$ cat config.mk
export PLATFORM = sky130hd
export DESIGN_NAME = bin_arith_unit
export DESIGN_NICKNAME = d
export VERILOG_FILES = /design/src/rtl/bin_arith_pkg.sv /design/src/rtl/bin_addsub_core.sv /design/src/rtl/bin_flag_gen.sv /design/src/rtl/bin_status_merge.sv /design/src/rtl/bin_arith_unit.sv
export SDC_FILE = /design/constraint.sdc
export NUM_CORES = 1
export LEC_CHECK = 0
export ABC_AREA = 0
export BUFFER_PORTS_ARGS = -buffer_cell sky130_fd_sc_hd__buf_2
export CAP_MARGIN = 20
export CORE_ASPECT_RATIO = 1.25
export CORE_MARGIN = 1
export CORE_UTILIZATION = 40
export DETAILED_ROUTE_END_ITERATION = 6
export GPL_TIMING_DRIVEN = 1
export PLACE_DENSITY = 0.84
export REMOVE_ABC_BUFFERS = 1
export SLEW_MARGIN = 20
export SYNTH_ARGS = -nofsm -noshare
export SYNTH_HDL_FRONTEND = slang
export SYNTH_SLANG_ARGS = --single-unit
$ cat constraint.sdc
create_clock -name clk -period 2.54 [get_ports clk]
set_input_delay 0.508 -clock clk [delete_from_list [all_inputs] [get_ports clk]]
set_output_delay 0.508 -clock clk [all_outputs]
set_load 0.03 [all_outputs]
$ cat src/rtl/bin_arith_pkg.sv
package bin_arith_pkg;
  localparam int ST_W   = 8;
  localparam int ST_NEG = 7;
  localparam int ST_OVF = 6;
  localparam int ST_ONE = 5;
  localparam int ST_ZER = 1;
  localparam int ST_CRY = 0;
  localparam logic [ST_W-1:0] ST_RESET = 8'h20;

  typedef enum logic {
    OP_ADD = 1'b0,
    OP_SUB = 1'b1
  } arith_op_e;

  typedef struct packed {
    logic neg;
    logic ovf;
    logic zer;
    logic cry;
  } flag_set_t;
endpackage

$ cat src/rtl/bin_addsub_core.sv
module bin_addsub_core #(
  parameter int DATA_W = 8,
  parameter bit RIPPLE = 1'b0
) (
  input  logic [DATA_W-1:0] a,
  input  logic [DATA_W-1:0] m,
  input  logic              cin,
  input  logic              sub,
  output logic [DATA_W-1:0] sum,
  output logic              cout,
  output logic              ovf
);
  localparam int MSB = DATA_W - 1;

  logic [DATA_W-1:0] m_eff;

  assign m_eff = sub ? ~m : m;

  generate
    if (RIPPLE) begin : g_ripple
      logic [DATA_W:0] cy;
      assign cy[0] = cin;
      for (genvar i = 0; i < DATA_W; i++) begin : g_bit
        assign sum[i]  = a[i] ^ m_eff[i] ^ cy[i];
        assign cy[i+1] = (a[i] & m_eff[i]) | (cy[i] & (a[i] ^ m_eff[i]));
      end
      assign cout = cy[DATA_W];
    end else begin : g_behav
      logic [DATA_W:0] total;
      assign total = {1'b0, a} + {1'b0, m_eff} + {{DATA_W{1'b0}}, cin};
      assign sum   = total[MSB:0];
      assign cout  = total[DATA_W];
    end
  endgenerate

  // Same-sign addends with a result of the other sign.
  assign ovf = ~(a[MSB] ^ m_eff[MSB]) & (sum[MSB] ^ a[MSB]);
endmodule

$ cat src/rtl/bin_flag_gen.sv
module bin_flag_gen #(
  parameter int DATA_W = 8
) (
  input  logic [DATA_W-1:0] res,
  output logic              neg,
  output logic              zer
);
  assign neg = res[DATA_W-1];
  assign zer = (res == '0);
endmodule

$ cat src/rtl/bin_status_merge.sv
module bin_status_merge
  import bin_arith_pkg::*;
(
  input  logic [ST_W-1:0] st_old,
  input  flag_set_t       flags,
  output logic [ST_W-1:0] st_new
);
  always_comb begin
    st_new         = st_old;
    st_new[ST_NEG] = flags.neg;
    st_new[ST_OVF] = flags.ovf;
    st_new[ST_ONE] = 1'b1;
    st_new[ST_ZER] = flags.zer;
    st_new[ST_CRY] = flags.cry;
  end
endmodule

$ cat src/rtl/bin_arith_unit.sv
module bin_arith_unit
  import bin_arith_pkg::*;
#(
  parameter int DATA_W = 8,
  parameter bit RIPPLE = 1'b0
) (
  input  logic              clk,
  input  logic              rst,
  input  logic              in_valid,
  input  logic              op,
  input  logic [DATA_W-1:0] acc_in,
  input  logic [DATA_W-1:0] operand,
  input  logic [7:0]        stat_in,
  output logic              out_valid,
  output logic [DATA_W-1:0] res_out,
  output logic [7:0]        stat_out
);
  logic [DATA_W-1:0] sum_c;
  logic              cout_c;
  logic              ovf_c;
  logic              neg_c;
  logic              zer_c;
  flag_set_t         flags_c;
  logic [ST_W-1:0]   st_c;

  bin_addsub_core #(
    .DATA_W(DATA_W),
    .RIPPLE(RIPPLE)
  ) u_core (
    .a   (acc_in),
    .m   (operand),
    .cin (stat_in[ST_CRY]),
    .sub (op == OP_SUB),
    .sum (sum_c),
    .cout(cout_c),
    .ovf (ovf_c)
  );

  bin_flag_gen #(
    .DATA_W(DATA_W)
  ) u_flags (
    .res(sum_c),
    .neg(neg_c),
    .zer(zer_c)
  );

  assign flags_c = '{neg: neg_c, ovf: ovf_c, zer: zer_c, cry: cout_c};

  bin_status_merge u_merge (
    .st_old(stat_in),
    .flags (flags_c),
    .st_new(st_c)
  );

  always_ff @(posedge clk) begin
    if (rst) begin
      out_valid <= 1'b0;
      res_out   <= '0;
      stat_out  <= ST_RESET;
    end else begin
      out_valid <= in_valid;
      if (in_valid) begin
        res_out  <= sum_c;
        stat_out <= st_c;
      end
    end
  end
endmodule

# == Word level (Yosys, flattened, before mapping) ==
# Cells that the tools add are included.
# word_totals
reg_bits,16
in_bits,28
out_inout_bits,17
wordCells,12
# classes
add_sub_neg,2
n_mux,1
bitwise_logic,5
n_reduce_logical,1
# ops
cell,n
$add A8 B8 Y9,1
$add A9 B1 Y9,1
$logic_not A8 Y1,1
$mux W8,1
$not A8 Y8,1
$xor A1 B1 Y1,2
$and A1 B1 Y1,1
$not A1 Y1,1

# == Logic depth before layout (Yosys ltp) ==
# logic_depth
ltp_word,6
mapped_depth,10
depth_no_buf,9

# == Modules after synthesis ==
# From an unflattened synthesis, not the netlist that was laid out.
# unflattened
cells_unflattened,127
area_unflattened_um2,1172.4
# modules_own_cells
mod,instances,cells_each,area_per_inst_um2,seq_area_each_um2
bin_arith_unit,1,54,609.3,340.3
bin_addsub_core,1,60,473.0,0.0
bin_status_merge,1,9,63.8,0.0
bin_flag_gen,1,4,26.3,0.0

# == Least setup slack after synthesis ==
# OpenSTA, ideal clock, no wires.
# synth_path
path_type,input to register
startpoint,input port op
endpoint,register stat_out[1]
setup_time_ns,0.114
arrival_ns,2.542
required_time_ns,2.426
slack_ns,-0.116
path_stages,10
n_path_buf,1
cell_sequence,clkbuf_1 xor2_1 fa_1 inv_1 fa_1 nor2b_1 o31a_1 o31ai_1 a221oi_2 a21o_1
# synth_via
elab_chain_cells,4
# synth_lines
item,line,text
from (decl),bin_arith_unit.sv:10,"input logic op,"
$mux W8,bin_addsub_core.sv:17,assign m_eff = sub ? ~m : m;
$add A8 B8 Y9,bin_addsub_core.sv:30,"assign total = {1'b0, a} + {1'b0, m_eff} + {{DATA_W{1'b0}}, cin};"
$add A9 B1 Y9,bin_addsub_core.sv:30,
$logic_not A8 Y1,bin_flag_gen.sv:9,assign zer = (res == '0);
to (signal assigned),bin_arith_unit.sv:64,stat_out <= st_c;
to (decl),bin_arith_unit.sv:16,output logic [7:0] stat_out
# Every way passes these cells.
# A chain may end at the register's enable or synchronous reset.

# == Worst setup path in the final report ==
# Ends and elaborated chain as after synthesis.

==> flow_summary_export.csv <==
group,metric,value,unit
run_status,outcome,"completed",
logic_synthesis,yosysSeqAreaShare,29.3,%
timing,setup_violations,0,
route,drt_pass1_iterations,4,
clock_tree,clock_sink_count,15,
clock_tree,clk_pin_slew,80,ps
layout,antenna_cells,0,
timing,hold_viol,0,
run,drv_cap,0,
worst_setup_path,crit_end,"stat_out[1]",
placed_design,io_buffers,39,
power_and_ir_drop,leakagePower,0.632,nW
route,antenna_left,0,
worst_setup_path,reg2regPathDepth,2,
worst_setup_path,reg2reg_to,"stat_out[1]",
timing,final_max_slew_viol_count,0,
logic_synthesis,ys_async_sr_fraction,0,%
route,routedWlPerCell,12.3,µm
layout,design_area,1280,µm²
worst_setup_path,critPathKind,"in -> reg",
logic_synthesis,synth.distinct_cells,41,
worst_setup_path,arrival,2480,ps
logic_synthesis,syn-mean-instance-area,9.06,µm²
grt,grt_pass1_wl,3640,µm
timing,fmax,434,MHz
clock_tree,clockBufferDepth,2,
route,drt_iter0_markers,23,
power_and_ir_drop,peakVddDrop,0.000253,V
logic_synthesis,synth-main-ff-cell,"dfxtp_1",
floorplan,design.core.area,2430,µm²
grt,grt_usage,17.7,%
logic_synthesis,ys_ff_latch,15,
logic_synthesis,synth_edf_count,0,
worst_setup_path,reg2reg_from,"stat_out[1]",
timing,timing.clock.skew,0,ps
timing,rsz0062_at_grt,"false",
clock_tree,root_buffer,"clkbuf_4",
worst_setup_path,critPathLaunch,"op",
worst_setup_path,critPathMaxFanout,7,
worst_setup_path,r2r_slack,1840,ps
clock_tree,cts_buffers,3,
hold_path,min_path_type,"in -> reg",
logic_synthesis,synth_warnings,0,
grt,antenna_found_initial,0,
timing,fin_crit,2300,ps
clock_tree,cts_resized,0,
worst_setup_path,endpoint_kind,"register",
timing,min_period_over_period,90.7,%
timing,hold_slack,475,ps
route,vias,947,
clock_tree,ctsHoldBuffers,0,
placed_design,gp_congestion,0.837,
route,wl,2290,µm
layout,final_nets,191,
floorplan,chipWidth,47.2,µm
floorplan,dieHeight,58.6,µm
clock_tree,cts_max_level,1,
placed_design,place_area,1250,µm²
clock_tree,tritoncts,"done",
layout,layout_commonest_cell,"buf_2",
worst_setup_path,crit_path_start_kind,"input pin",
clock_tree,postCtsSetupRepairBufs,0,
grt,grt_max_degree,21,
layout,mostFrequentLayoutCells,"buf_2, dfxtp_1, nor2_1",
layout,syn_to_final_growth,24.8,%
clock_tree,clk_latency,270,ps
logic_synthesis,syn_inst,113,
floorplan,die_area,2770,µm²
logic_synthesis,synth_area,1020,µm²
grt,grt_pass1_vias,921,
route,avgViaCountPerCell,5.09,
floorplan,boundaryPins,45,
route,drc_errors,0,
placed_design,hpwl,1890,µm
power_and_ir_drop,finalPower,0.715,mW
floorplan,rows,20,
worst_setup_path,worst_ep_required_time,2710,ps
grt,grt_overflow_total,0,
power_and_ir_drop,powerDensity,560,nW/µm²
floorplan,initial_core_util,42.2,%
timing,finalSetupTns,0,ps
layout,drive_gt1_share,32.0,%
-- metal layers --
layer,GRT usage (%),vias to the layer above,part of all wire (%)
met2,31.1,29,53
met4,9.80,0,2.4
li1,-,483,-
met1,20.4,429,41
met5,0,-,0
met3,0.920,6,3.7
-- cells in the mapped netlist, types with 2 or more instances --
cell type | n | area [µm²]
dfxtp_1 | 15 | 300
nor2_1 | 13 | 48.8
mux2i_1 | 8 | 80.1
xor2_1 | 8 | 70.1
a21oi_1 | 7 | 35.0
ha_1 | 7 | 87.6
inv_1 | 5 | 18.8
nand3_1 | 4 | 20.0
a21o_1 | 3 | 22.5
clkbuf_1 | 3 | 11.3
nand2b_1 | 3 | 18.8
o21ai_1 | 3 | 15.0
buf_4 | 2 | 15.0
fa_1 | 2 | 40.0
nor2b_1 | 2 | 12.5
o21ai_0 | 2 | 10.0
xnor2_1 | 2 | 17.5
-- power breakdown --
group | total (mW) | switching [mW] | internal (mW)
registers | 0.270 | 0.0115 | 0.258
clock network | 0.127 | 0.0659 | 0.0608
logic | 0.319 | 0.189 | 0.129
total | 0.715 | 0.267 | 0.448
-- worst min path at each step --
stage,cells past startpoint,end,from
6_report,3,stat_out[4],stat_in[4]
3_3_place_gp,2,stat_out[6],stat_out[6]
4_1_cts,2,stat_out[6],stat_out[6]
5_1_grt,3,stat_out[4],stat_in[4]
3_5_place_dp,2,stat_out[6],stat_out[6]
2_1_floorplan,1,res_out[6],rst
-- critical path: stages --
cell and delay (ps):
buf_2 110, buf_4 170, xor2_1 240, inv_1 90, fa_1 440, nor2b_1 190
o31a_1 230, o32a_1 240, a221oi_2 70, a21o_1 190
-- state kept, by name, indices dropped and copies added (netlist names) --
| name | flops |
|---|---|
| res_out | 8 |
| out_valid | 1 |
| stat_out | 6 |
-- cell type report --
cell class	count	area (µm²)
Inverter	5	18.8
Timing Repair Buffer	42	218
Clock buffer	4	26.3
Sequential cell	15	300
Fill cell	227	1150
Multi-Input combinational cell	87	673
Tap cell	33	41.3
-- cells by family (layout without fill, tap and decap cells) --
kind of cell	after synthesis	after routing	synth area share (%)
AO/OA/AOI/OAI	26	26	18.1
AND/OR/NAND/NOR	33	33	18.5
flip-flops	15	15	29.3
other	1	1	0.366
multiplexers	8	8	7.82
XOR/XNOR	10	10	8.56
adder cells (fa/ha/maj)	9	9	12.5
buffers and inverters	11	51	4.89
-- through the flow --
stage | setup WS, ps | util [%] | cells
final | 236 | 52.6 | 186
after global routing | 134 | 52.6 | 186
after CTS | 261 | 52.6 | 186
after detailed placement | -33.5 | 51.5 | 182
after global placement | 48.8 | 51.5 | 182
after floorplan | 222 | - | 107
No activity file was read; power rests on OpenSTA's default activity.
